--- src/rtl/ext_reach_seq.sv ---
module ext_reach_seq #(
  parameter int CYC_PER_MS = 125000,
  parameter int POLL_CYC   = 1024,
  parameter logic [4:0] THR_RESET = 5'b10010
) (
  input  logic       clk,
  input  logic       rst_n,
  input  logic [4:0] thr_i,
  input  logic       final_auto_i,
  output logic       req_valid_o,
  input  logic       req_ready_i,
  output logic       req_write_o,
  output logic [6:0] req_addr_o,
  output logic [7:0] req_wdata_o,
  input  logic       rsp_valid_i,
  input  logic       rsp_error_i,
  input  logic [7:0] rsp_rdata_i,
  output logic       ext_mode_o,
  output logic       busy_o
);
  localparam int MAXC = (CYC_PER_MS > POLL_CYC) ? CYC_PER_MS : POLL_CYC;
  localparam int CW   = $clog2(MAXC + 1);
  localparam logic [6:0] A_CTRL = 7'h00;
  localparam logic [6:0] A_LEN  = 7'h03;

  typedef enum logic [2:0] {S_IDLE, S_RD_GEN, S_RD_LEN, S_W_SLP, S_W_EXT, S_WAIT, S_W_FIN} st_t;

  st_t         st;
  logic        pend;
  logic [CW-1:0] cnt;
  logic [1:0]  mb_q;
  logic        tgt, ext_q, fin_q;
  logic [4:0]  thr_q;

  wire is_op   = (st == S_RD_GEN) || (st == S_RD_LEN) || (st == S_W_SLP) || (st == S_W_EXT) || (st == S_W_FIN);
  wire is_wr   = (st == S_W_SLP) || (st == S_W_EXT) || (st == S_W_FIN);
  wire done    = pend && rsp_valid_i;
  wire [1:0] slp = (st == S_W_FIN) ? {1'b0, fin_q} : 2'b10;
  wire ext_bit = (st == S_W_SLP) ? ext_q : tgt;
  wire short_cable = (rsp_rdata_i >> 3) < {3'b000, thr_q};

  assign req_valid_o = is_op && !pend;
  assign req_write_o = is_wr;
  assign req_addr_o  = (st == S_RD_LEN) ? A_LEN : A_CTRL;
  assign req_wdata_o = {1'b0, mb_q, slp, ext_bit, 2'b00};
  assign ext_mode_o  = ext_q;
  assign busy_o      = is_wr || (st == S_WAIT);

  always_ff @(posedge clk) begin
    if (!rst_n) begin
      st    <= S_IDLE;
      pend  <= 1'b0;
      cnt   <= CW'(POLL_CYC - 1);
      mb_q  <= 2'b00;
      tgt   <= 1'b0;
      ext_q <= 1'b0;
      fin_q <= 1'b1;
      thr_q <= THR_RESET;
    end else begin
      if (req_valid_o && req_ready_i) pend <= 1'b1;
      if (st == S_IDLE && !ext_q) begin
        thr_q <= thr_i;
        fin_q <= final_auto_i;
      end
      if (done) begin
        pend <= 1'b0;
        if (rsp_error_i) begin
          tgt <= 1'b0;
          st  <= S_W_SLP;
        end else begin
          case (st)
            S_RD_GEN: begin
              mb_q <= rsp_rdata_i[6:5];
              if (ext_q && !rsp_rdata_i[7]) begin
                tgt <= 1'b0;
                st  <= S_W_SLP;
              end else if (!ext_q && rsp_rdata_i[7]) begin
                st <= S_RD_LEN;
              end else begin
                st  <= S_IDLE;
                cnt <= CW'(POLL_CYC - 1);
              end
            end
            S_RD_LEN: begin
              if (short_cable) begin
                tgt <= 1'b1;
                st  <= S_W_SLP;
              end else begin
                st  <= S_IDLE;
                cnt <= CW'(POLL_CYC - 1);
              end
            end
            S_W_SLP: st <= S_W_EXT;
            S_W_EXT: begin
              ext_q <= tgt;
              st    <= S_WAIT;
              cnt   <= CW'(CYC_PER_MS - 1);
            end
            S_W_FIN: begin
              ext_q <= tgt;
              st    <= S_IDLE;
              cnt   <= CW'(POLL_CYC - 1);
            end
            default: st <= S_IDLE;
          endcase
        end
      end else begin
        case (st)
          S_IDLE: if (cnt == '0) st <= S_RD_GEN; else cnt <= cnt - 1'b1;
          S_WAIT: if (cnt == '0) st <= S_W_FIN;  else cnt <= cnt - 1'b1;
          default: ;
        endcase
      end
    end
  end
endmodule

--- config.mk ---
export PLATFORM = sky130hd
export DESIGN_NAME = ext_reach_seq
export DESIGN_NICKNAME = d
export VERILOG_FILES = /design/src/rtl/ext_reach_seq.sv
export SDC_FILE = /design/constraint.sdc
export NUM_CORES = 1
export LEC_CHECK = 0
export BUFFER_PORTS_ARGS = -buffer_cell sky130_fd_sc_hd__buf_2
export CAP_MARGIN = 10
export CORE_ASPECT_RATIO = 1.2
export CORE_MARGIN = 3
export CORE_UTILIZATION = 60
export CTS_BUF_LIST = sky130_fd_sc_hd__clkbuf_16
export CTS_CLUSTER_SIZE = 14
export DETAILED_ROUTE_END_ITERATION = 10
export PLACE_DENSITY = 0.95
export SYNTH_ARGS = -nofsm -noshare
export SYNTH_HDL_FRONTEND = slang
export SYNTH_SLANG_ARGS = --single-unit
--- constraint.sdc ---
create_clock -name clk -period 5 [get_ports clk]
set_input_delay 0 -clock clk [delete_from_list [all_inputs] [get_ports clk]]
set_output_delay 0 -clock clk [all_outputs]
set_load 0.01 [all_outputs]
Yosys cells after proc, flatten, opt, wreduce, memory -nomap -nowiden --
Index checks and enable logic that the tools add are counted.
Operators by class: add/sub/neg operators 1, multipliers 0, div/mod/pow operators 0, order comparisons 1, equal/unequal tests 16, shifts and indexed selects 0, muxes and demuxes 24, bitwise logic cells 2, reductions and logical operators 29
Operators by type and width (count):
- $mux W17 | 7
- $pmux W17 S4 | 1
- $logic_not A17 Y1 | 1
- $sub A17 B1 Y17 const B | 1
- $mux W3 | 4
- $ne A3 B3 Y1 const B | 4
- $pmux W3 S4 | 1
- $mux W2 | 5
- $eq A3 B3 Y1 const B | 3
- $ne A3 B2 Y1 const B | 3
- $reduce_and A3 Y1 | 3
- $logic_or A1 B1 Y1 | 7
- $reduce_and A7 Y1 | 1
- $eq A3 B2 Y1 const B | 2
- $logic_and A1 B1 Y1 | 6
- $pmux W3 S2 | 1
- $reduce_bool A3 Y1 | 2
- $reduce_or A2 Y1 | 3
- $lt A5 B5 Y1 | 1
- $ne A5 B1 Y1 const B | 1
- $mux W1 | 4
- $ne A2 B2 Y1 const B | 2
- $reduce_and A4 Y1 | 1
- $eq A3 B1 Y1 const B | 1
- other kinds (5) | 8
Word-level totals: flip-flop bits (word level) 31, bits in latches 0, memory bits (writable) 0, bits in read-only memories 0, input port bits 19, output and inout port bits 19, memories 0

Longest topological paths before layout --
Gate-level depths: netlist of the first run.
word-level depth 7, depth in mapped cells 9

Least setup slack after synthesis of the first run --
OpenSTA, ideal clock, no wires.
path type reg-to-reg, from register thr_q[4], to register cnt[16], library setup time 0.127 ns, arrival time 1.831 ns, data required time 4.873 ns, path slack 3.041 ns, cell stages (with the launch flop) 10, buffers on the path 1, period minus slack after synthesis 1.959 ns, cells stage by stage dfxtp_1 > inv_1 > ha_1 > o211ai_1 > or3_1 > a2bb2oi_2 > a2bb2oi_2 > buf_6 > o311ai_1 > o21ai_1
Between the ends: cells in the longest elaborated chain, start to end 3
RTL lines:
- start: declaration | line 33 | logic [4:0] thr_q;
- start signal: assignment | line 62 | thr_q <= thr_i;
- $lt A5 B5 Y1 | line 40 | wire short_cable = (rsp_rdata_i >> 3) < {3'b000, thr_q};
- $ne A3 B3 Y1 (no source line)
- $reduce_and A7 Y1 (no source line)
- end signal: assignment | line 53 | cnt <= CW'(POLL_CYC - 1);
- end signal: assignment | line 81 | cnt <= CW'(POLL_CYC - 1);
- end signal: assignment | line 90 | cnt <= CW'(POLL_CYC - 1);
- end: declaration | line 30 | logic [CW-1:0] cnt;
No other way between the ends. A chain may end at the register's enable or synchronous reset.

Worst setup path in the final report of the first run --
from register cnt[4], to register cnt[11]
Between the ends: cells in the longest elaborated chain, start to end 4
RTL lines:
- $sub A17 B1 Y17 | line 109, 110
- $mux W17 | line 109, 110
- $mux W17
- $mux W17 | line 65 | if (done) begin
Several ways; a longest one is shown, not always the timed one. The select of a mux whose other input is x is not followed.

==> reports/results.tsv, run 1 <==
stage	metric	value	unit
global_route	grt_util_all_layers	25.58	%
timing	tns	0	ns
floorplanning	placementRows	22	
global_route	use_met3	6.752	%
global_route	grt_pass1_wl	8404	microns
worst_setup_path	crit_required	5.16	ns
worst_setup_path	crit_buf_inv	0	
worst_setup_path	r2r_end	cnt[11]	
worst_setup_path	crit_start	cnt[4]	
timing	hold_violations	1	
worst_setup_path	cp.arrival	2.98	ns
yosys	synth_edf_count	0	
floorplanning	initial_core_util	65.71	%
global_route	met2_usage	41.95	%
worst_setup_path	cpPeakStageDelay	0.85	ns
final_layout	n_antenna_cell	0	
pwr	p_sw	132.8	uW
yosys	ys_warn_count	0	
floorplanning	num_io_pins	38	
worst_setup_path	critPathKind	reg -> reg	
yosys	netlist-cell-type-count	56	
global_route	antenna_found_initial	0	
clock_tree	cts_root_buf	clkbuf_16	
timing	clock_skew	0.006855	ns
timing	fin_hold_ws	-0.008429	ns
worst_setup_path	cp-endpoint	cnt[11]	
final_layout	synthToLayoutAreaGrowth	13.72	%
place	port_buffers	26	
pwr	power	633.7	uW
place	place_area	2152	sq um
yosys	synth_common_cells	nand2_1 (34), dfxtp_1 (31), a21oi_1 (19)	
yosys	yosysSeqAreaShare	29.58	%
clock_tree	cts_tree	built	
yosys	synthTopCellsByArea	dfxtp_1 (30%), nand2_1 (6.1%), ha_1 (4.8%)	
yosys	synth_top_area_share	29.58	%
clock_tree	h-tree-depth	2	
global_route	first_global_vias	1824	
worst_setup_path	cp-end-kind	register	
yosys	synth_largest_area_cell	dfxtp_1	
worst_setup_path	rrSetupSlack	2.18	ns
yosys	synth_area	2098	sq um
pwr	swShare	20.96	%
drt	drtIter0Drc	180	
worst_setup_path	cp_slowest_cell	nor4_2	
worst_setup_path	critPathLaunchType	register	
yosys	ys_ff_latch	31	
final_layout	fin_cells	330	
drt	drc	0	
drt	wl_per_cell	16.18	microns
pwr	p_int	500.9	uW
timing	period_share	56.42	%
global_route	met1_usage	30.93	%
final_layout	final_cell_area	2386	sq um
floorplanning	die_width	59.99	microns
timing	fmax	0.3545	GHz
pwr	p_comb_share	6.2	%
timing	rsz0062_at_grt	no	
place	dp.cells	315	
clock_tree	clkLatencyLatePin	0.28	ns
clock_tree	clk_path_buf_depth	2	
yosys	synthArstFlopShare	0	%
floorplanning	core-area	3193	sq um
yosys	synth.most_common_cell	nand2_1	
yosys	dominantRegCellSynth	dfxtp_1	
pwr	sequentialPowerShare	40.5	%
pwr	p_leak	0.0009927	uW
worst_setup_path	reg2reg_from	cnt[4]	
final_layout	layout-drive-gt1-share	18.03	%
final_layout	nFillCells	246	
pwr	vdd_drop_max	0.0002746	V
outcome	violations	negative hold slack	
outcome	outcome	finished, violations left	
timing	setup_viol_count_final	0	
yosys	syn_inst	270	
worst_setup_path	crit_chain	nor4_2 > nand3_1 > a2bb2oi_2 > nor2_1 > o221a_1	
clock_tree	numCtsBuffers	5	
pwr	powerDensity	265.6	nW/um^2
timing	worst_pin_slew	0.9476	ns
flow_run	drv_cap	0	
place	post-dp-hpwl	3484	microns
yosys	syn_area_per_cell	7.771	sq um
floorplanning	fp.dieH	70.78	microns
place	place.gp.congestion	0.9128	
worst_hold_path	hold_class	in -> reg	
clock_tree	clkSinkCount	31	
final_layout	finalNetCount	320	
drt	drt_first_pass_iters	5	
global_route	grt_max_degree	25	
global_route	grt_overflow	0	
drt	vias	2127	
drt	via_per_inst	6.445	
worst_setup_path	cp_max_fo	14	
worst_setup_path	crit_cells	5	
drt	drtAntennaViolNets	0	
pwr	p_clk_share	53.4	%
timing	finalCriticalPeriod	2.821	ns
timing	drv_slew	0	
global_route	busiest_layer	met2	
worst_setup_path	critical-path-top-delay-family	simple AND/OR/NAND/NOR gates	
clock_tree	path_clk_slew	0.05	ns
drt	wirelength	5338	microns
floorplanning	dieArea	4246	sq um
timing	relSlewSlack	36.30	%
worst_setup_path	r2r_cells	5	
-- how the worst min path moves through the flow --
stage              startpoint       to  slack [ns]  cells past startpoint
3_3_place_gp     final_auto_i    fin_q        0.22                      3
4_1_cts        rsp_rdata_i[6]  mb_q[1]      0.0001                      3
6_report       rsp_rdata_i[6]  mb_q[1]      -0.008                      3
5_1_grt        rsp_rdata_i[6]  mb_q[1]      0.0005                      3
3_5_place_dp     final_auto_i    fin_q        0.23                      3
2_1_floorplan    final_auto_i    fin_q        0.12                      2
-- worst min-delay path, cell delays in order --
cell and delay, ns:
buf_2 0.11, nand3_1 0.06, a21oi_1 0.05
-- cells by family after synthesis --
logic type               synth area share [%]
AND/OR/NAND/NOR                         28.50
AO/OA/AOI/OAI                           26.12
buffers and inverters                   9.541
flip-flops                              29.58
adder cells (fa/ha/maj)                 4.771
XOR/XNOR                               0.8350
other                                  0.1787
multiplexers                           0.4771
-- state kept, by name (all words and copies together) (netlist names) --
signal      flops
cnt            17
thr_q           5
st              3
mb_q            2
ext_mode_o      1
fin_q           1
pend            1
tgt             1
-- power by group through the flow --
stage | sequential (uW) | combinational, uW | clock (uW)
2_1_floorplan | 260 | 26.6 | 0
3_3_place_gp | 261 | 32.9 | 0
3_5_place_dp | 261 | 34.7 | 0
4_1_cts | 256 | 39.1 | 340
5_1_grt | 257 | 43.9 | 351
6_report | 256 | 39.2 | 338
-- per-layer routing --
metal  vias to the layer above  routed length [microns]
li1                       1025                        -
met1                       983                     2083
met2                       108                     2704
met3                        11                      449
met4                         0                      101
met5                         -                        0
-- cell usage in the layout (no fill, tap or decap), types with 4 or more instances in the layout --
master         count
o21ai_0           10
buf_2             26
nor2_1            18
clkbuf_16          5
a31oi_1            6
o311ai_1           4
dfxtp_1           31
o21ai_1            6
nor2b_1            4
inv_1             14
nand2_1           34
o211ai_1           4
conb_1             8
nand3_1           17
a21oi_1           19
nor3_1            11
dlygate4sd3_1      7
ha_1               8
-- what timing repair did --
item	CTS	global route
hold buffers	7	0
setup buffers	0	0
endpoints found under the hold margin	7	0
resized for setup	0	0
-- metrics by stage --
step | setup WS [ns] | util, %
2_1_floorplan | 3.041 | -
3_3_place_gp | 2.303 | 67.40
3_5_place_dp | 2.250 | 67.40
4_1_cts | 2.234 | 74.73
5_1_grt | 1.903 | 74.73
6_report | 2.179 | 74.73
-- final cells by class --
cell class                 count  area [sq um]  area share (%)
clock inverter                 3         38.79           1.626
tap                           36         45.04           1.888
clock buffer                   5         125.1           5.244
multi-input combinational    208          1304           54.64
timing repair buffer          33         200.2           8.390
sequential                    31         620.6           26.01
inverter                      14         52.55           2.202
Power figures use the tool's default switching activity.
==> run 2: changes to the inputs <==
--- a/config.mk
+++ b/config.mk
@@ -9,11 +9,11 @@
 export CAP_MARGIN = 10
 export CORE_ASPECT_RATIO = 1.2
 export CORE_MARGIN = 3
-export CORE_UTILIZATION = 60
+export CORE_UTILIZATION = 50
 export CTS_BUF_LIST = sky130_fd_sc_hd__clkbuf_16
 export CTS_CLUSTER_SIZE = 14
 export DETAILED_ROUTE_END_ITERATION = 10
-export PLACE_DENSITY = 0.95
+export PLACE_DENSITY = 0.86
 export SYNTH_ARGS = -nofsm -noshare
 export SYNTH_HDL_FRONTEND = slang
 export SYNTH_SLANG_ARGS = --single-unit
==> constraint.sdc (replaced) <==
create_clock -name clk -period 2.3 [get_ports clk]
set_input_delay 0 -clock clk [delete_from_list [all_inputs] [get_ports clk]]
set_output_delay 0 -clock clk [all_outputs]
set_load 0.01 [all_outputs]
==> run 2 against run 1 <==
Effect of this change:
- the run now ends clean
- via count is 1.1% higher
- critical path type is now in -> reg
- critical endpoint is now cnt[4]
- combinational power rose by 120%
- wire length up 1.1%
- sequential cell count unchanged
- power is 99% higher
- utilization decreased by 13 points
- cell count is 9.1% higher
- clock power increased by 82%
- largest cell class unchanged
- non-clock buffer count is 12 higher
==> reports/results.tsv, run 2 (synthesis gave the netlist of run 1 again) <==
stage	metric	value	unit
final_layout	n_antenna_cell	0	
pwr	vdd_drop_max	0.0005042	V
pwr	p_leak	0.001043	uW
final_layout	mostFrequentLayoutCells	nand2_1 (34), dfxtp_1 (31), buf_2 (26)	
clock_tree	numCtsBuffers	5	
worst_hold_path	hold_class	in -> reg	
place	post-dp-hpwl	3629	microns
timing	rsz0062_at_grt	no	
drt	wirelength	5396	microns
global_route	antenna_found_initial	0	
floorplanning	fp.dieH	76.97	microns
drt	drtAntennaViolNets	0	
floorplanning	num_io_pins	38	
floorplanning	core-area	4004	sq um
worst_setup_path	cp_max_fo	14	
worst_setup_path	cp.arrival	2.40	ns
final_layout	fin_cells	360	
global_route	grt_pass1_wl	9032	microns
flow_run	drv_cap	0	
global_route	first_global_vias	1985	
clock_tree	path_clk_slew	0.05	ns
pwr	p_sw	282.8	uW
clock_tree	cts_tree	built	
worst_setup_path	cp_slowest_cell	dlygate4sd3_1	
final_layout	reg_top3	cnt (17), thr_q (5), st (3)	
global_route	grt_util_all_layers	22.46	%
final_layout	final_util	62.06	%
worst_setup_path	path_common_cell	a2bb2oi_2	
global_route	grt_max_degree	24	
clock_tree	clkLatencyLatePin	0.27	ns
drt	via_per_inst	5.975	
timing	fin_ws	0.1091	ns
timing	period_share	95.26	%
worst_setup_path	critPathLaunchType	input pin	
timing	hold_violations	0	
final_layout	finalNetCount	332	
drt	wl_per_cell	14.99	microns
clock_tree	clkSinkCount	31	
timing	tns	0	ns
clock_tree	post_cts_buffers	0	
final_layout	layout-drive-gt1-share	20.26	%
floorplanning	placementRows	25	
final_layout	final_common_cell	nand2_1	
outcome	outcome	completed	
timing	finalCriticalPeriod	2.191	ns
clock_tree	h-tree-depth	2	
final_layout	largest_register_ffs	17	
drt	drc	0	
worst_setup_path	crit_chain	dlygate4sd3_1 > buf_2 > ha_1 > o211ai_1 > or3_1 > a2bb2oi_2 > a2bb2oi_2 > buf_4 > o311a_1 > a31oi_1	
worst_setup_path	critical-path-top-delay-family	compound AO/OA/AOI/OAI gates	
timing	worst_pin_slew	0.6900	ns
pwr	p_comb_share	7.0	%
floorplanning	die_width	65.14	microns
global_route	grt_overflow	0	
floorplanning	initial_core_util	52.41	%
final_layout	regMostFlops	cnt	
timing	setup_viol_count_final	0	
worst_setup_path	critPathKind	in -> reg	
worst_setup_path	crit_required	2.51	ns
worst_setup_path	crit_buf_inv	3	
pwr	p_int	976.6	uW
place	port_buffers	26	
clock_tree	cts_root_buf	clkbuf_16	
floorplanning	dieArea	5013	sq um
pwr	swShare	22.45	%
final_layout	synthToLayoutAreaGrowth	18.43	%
timing	clock_skew	0.002669	ns
drt	drt_first_pass_iters	4	
timing	fmax	0.4564	GHz
timing	drv_slew	0	
pwr	sequentialPowerShare	44.3	%
place	pre_cts_ws	0.1028	ns
drt	vias	2151	
timing	relSlewSlack	53.62	%
place	dp.cells	343	
pwr	p_clk_share	48.8	%
final_layout	nFillCells	373	
place	place.gp.congestion	0.9347	
clock_tree	clk_path_buf_depth	2	
drt	drtIter0Drc	198	
worst_setup_path	cpPeakStageDelay	0.53	ns
pwr	powerDensity	506.8	nW/um^2
worst_setup_path	cp-end-kind	register	
==> run 2: stage by stage <==
stage          cell area [sq um]  power (uW)  hold slack [ns]
6_report                    2485        1259          0.08991
5_1_grt                     2485        1305           0.1497
3_5_place_dp                2250       642.7           0.2261
2_1_floorplan               2125       624.0           0.1242
3_3_place_gp                2250       641.2           0.2170
4_1_cts                     2476        1273          0.09622
==> run 2: final timing paths <==
| check | startpoint | endpoint | slack [ns] | cells after the start |
|---|---|---|---|---|
| hold reg to reg | thr_q[0] | thr_q[0] | 0.45 | 2 |
| setup reg to reg | thr_q[4] | cnt[4] | 0.12 | 9 |
| hold / removal | rsp_valid_i | pend | 0.09 | 4 |
| setup / recovery | rsp_rdata_i[6] | cnt[4] | 0.11 | 10 |
==> run 2: area by class of cell <==
type	count	area (sq um)	share of cell area [%]
inverters	14	52.55	2.115
clock buffers	5	125.1	5.035
repair buffers	45	295.3	11.88
clock inverters	3	11.26	0.4532
well taps	54	67.56	2.719
multi-input cells	208	1313	52.82
flip-flops and latches	31	620.6	24.97
==> run 2: power by group through the flow <==
stage / combinational [uW] / clock [uW] / sequential [uW]
CTS: 86.6 / 629 / 557
finish: 87.9 / 614 / 557
detailed placement: 74.7 / 0 / 568
global placement: 73.6 / 0 / 568
global route: 99.5 / 647 / 558
floorplan: 57.8 / 0 / 566
==> run 2: worst min-delay path: stages <==
cell and delay, ns:
buf_2 0.10, nor2b_1 0.05, a21oi_1 0.12, nor2_1 0.05
==> run 2: timing repair <==
item,CTS,global route
resized for setup,0,2
setup endpoints to repair,0,2
endpoints found under the hold margin,9,0
hold buffers,9,0
==> run 2: routing by layer <==
layer | wire, microns | GRT usage (%) | up-vias
met5 | 0 | 0 | -
met4 | 108 | 7.469 | 0
li1 | - | - | 1044
met1 | 2243 | 26.40 | 1008
met2 | 2706 | 39.41 | 89
met3 | 337 | 5.271 | 10
==> run 3: changes to the inputs <==
--- a/config.mk
+++ b/config.mk
@@ -5,6 +5,7 @@
 export SDC_FILE = /design/constraint.sdc
 export NUM_CORES = 1
 export LEC_CHECK = 0
+export ABC_AREA = 1
 export BUFFER_PORTS_ARGS = -buffer_cell sky130_fd_sc_hd__buf_2
 export CAP_MARGIN = 10
 export CORE_ASPECT_RATIO = 1.2
==> run 3 against run 2 <==
Effect of this change:
- clock skew rose by 0.0035 ns
- sequential share of layout area rose by 0.41 points
- largest cell class unchanged
- cell count rose by 16%
- non-clock buffer count fell by 7
==> reports/results.tsv, run 3 <==
stage	metric	value	unit
timing	setup_viol_count_final	0	
worst_setup_path	cp-end-kind	register	
worst_setup_path	path_common_cell	nand2_1	
yosys	synthTopCellsByArea	dfxtp_1 (30%), nand2_1 (14%), nand3_1 (8.4%)	
place	post-dp-hpwl	3626	microns
outcome	outcome	completed	
worst_setup_path	critPathLaunchType	input pin	
drt	drtAntennaViolNets	0	
final_layout	synthToLayoutAreaGrowth	16.87	%
final_layout	mostFrequentLayoutCells	nand2_1 (80), nor2_1 (41), inv_1 (37)	
final_layout	regMostFlops	cnt	
clock_tree	h-tree-depth	2	
drt	drt_first_pass_iters	4	
yosys	syn_area_per_cell	6.339	sq um
global_route	grt_overflow	0	
worst_setup_path	cp.arrival	1.99	ns
global_route	grt_util_all_layers	22.76	%
worst_setup_path	crit_chain	dlygate4sd3_1 > buf_2 > ha_1 > a21oi_1 > nand2_1 > nand2_1 > nand2_1 > nand2_1 > nand2_2 > nand3_4 > nand2_2 > o21ai_0 > nand2_1	
worst_setup_path	cp_slowest_cell	dlygate4sd3_1	
place	place.gp.congestion	0.9271	
floorplanning	core-area	3973	sq um
timing	fin_hold_ws	0.008002	ns
yosys	synth_common_cells	nand2_1 (80), nor2_1 (41), inv_1 (37)	
yosys	synth_largest_area_cell	dfxtp_1	
worst_setup_path	crit_start	rsp_rdata_i[5]	
global_route	antenna_found_initial	0	
drt	wirelength	5137	microns
timing	clock_skew	0.006209	ns
floorplanning	die_width	65.05	microns
worst_hold_path	hp-start	thr_i[3]	
worst_hold_path	hold_class	in -> reg	
timing	rsz0062_at_grt	no	
timing	relSlewSlack	60.98	%
yosys	yosysSeqAreaShare	29.67	%
clock_tree	clkSinkCount	31	
final_layout	final_util	61.54	%
timing	fin_ws	0.4756	ns
clock_tree	cts_tree	built	
pwr	p_leak	0.001249	uW
yosys	synth_top_area_share	29.67	%
yosys	syn_inst	330	
timing	hold_violations	0	
drt	vias	2207	
yosys	ys_ff_latch	31	
floorplanning	placementRows	25	
yosys	ys_warn_count	0	
yosys	synthArstFlopShare	0	%
place	pre_cts_ws	0.5316	ns
drt	via_per_inst	5.267	
global_route	grt_pass1_wl	9045	microns
worst_setup_path	crit_required	2.47	ns
yosys	synth_edf_count	0	
timing	worst_pin_slew	0.5853	ns
yosys	netlist-cell-type-count	33	
global_route	first_global_vias	2115	
timing	tns	0	ns
timing	drv_slew	0	
clock_tree	path_clk_slew	0.05	ns
yosys	synth_area	2092	sq um
final_layout	finalNetCount	392	
drt	drtIter0Drc	131	
final_layout	n_antenna_cell	0	
worst_setup_path	cp_max_fo	18	
floorplanning	initial_core_util	52.66	%
global_route	grt_max_degree	21	
floorplanning	fp.dieH	76.86	microns
final_layout	nFillCells	377	
clock_tree	numCtsBuffers	5	
timing	fmax	0.5481	GHz
final_layout	largest_register_ffs	17	
worst_setup_path	cpPeakStageDelay	0.53	ns
yosys	synth.most_common_cell	nand2_1	
pwr	powerDensity	570.3	nW/um^2
clock_tree	cts_root_buf	clkbuf_16	
timing	finalCriticalPeriod	1.824	ns
clock_tree	clkLatencyLatePin	0.28	ns
final_layout	final_common_cell	nand2_1	
pwr	vdd_drop_max	0.0004635	V
drt	wl_per_cell	12.26	microns
timing	period_share	79.32	%
flow_run	drv_cap	0	
clock_tree	clk_path_buf_depth	2	
final_layout	reg_top3	cnt (17), thr_q (5), st (3)	
floorplanning	dieArea	5000	sq um
worst_setup_path	critPathKind	in -> reg	
yosys	dominantRegCellSynth	dfxtp_1	
place	port_buffers	26	
final_layout	layout-drive-gt1-share	15.62	%
floorplanning	num_io_pins	38	
worst_setup_path	reg2reg_from	thr_q[2]	
drt	drc	0	
[run 3: critical path: cells and delay by family]
kind                     cells  cell delay (ns)
AND/OR/NAND/NOR              8             0.79
buffers and inverters        2             0.66
adder cells (fa/ha/maj)      1             0.30
AO/OA/AOI/OAI                2             0.24
[run 3: what timing repair did]
action,CTS,global route
endpoints found under the hold margin,7,0
resized for setup,0,0
buffers inserted,0,0
endpoints found under the setup margin,0,0
hold buffers,7,0
[run 3: power by group]
group	internal, uW	switching (uW)
logic	77.1	113
clock network	388	226
registers	571	19.4
total	1040	359
[run 3: kinds of logic after synthesis]
family | synth area share [%]
simple gates | 39.59
buf+inv | 13.10
compound gates | 12.26
flops | 29.67
fa+ha+maj | 4.785
xor+xnor | 0.4187
other cells | 0.1793
[run 3: cell type report]
type / instances / area [sq um] / area share [%]
clock buffers: 5 / 125.1 / 5.118
flip-flops and latches: 31 / 620.6 / 25.38
repair buffers: 38 / 237.7 / 9.724
clock inverters: 2 / 8.758 / 0.3582
multi-input cells: 246 / 1224 / 50.05
inverters: 43 / 161.4 / 6.602
well taps: 54 / 67.56 / 2.764
[run 3: worst paths after layout]
path	to	slack [ns]	depth (start not counted)
max reg2reg	cnt[6]	0.50	13
min	thr_q[3]	0.008	3
max	cnt[6]	0.48	13
min reg2reg	cnt[0]	0.45	2
[run 3: per-layer routing]
metal,vias up,part of all wire (%),global-route usage [%]
li1,1124,-,-
met1,992,40,25.55
met2,80,51,39.92
met3,11,7.1,4.832
met4,0,2.1,11.20
met5,-,0,0
[run 3: stage by stage]
stage | std cells | cell area [sq um] | power, uW
after floorplan | 337 | 2118 | 738.4
after global placement | 405 | 2241 | 768.5
after detailed placement | 405 | 2241 | 775.5
final | 419 | 2445 | 1394
after global routing | 419 | 2445 | 1468
after CTS | 419 | 2445 | 1401
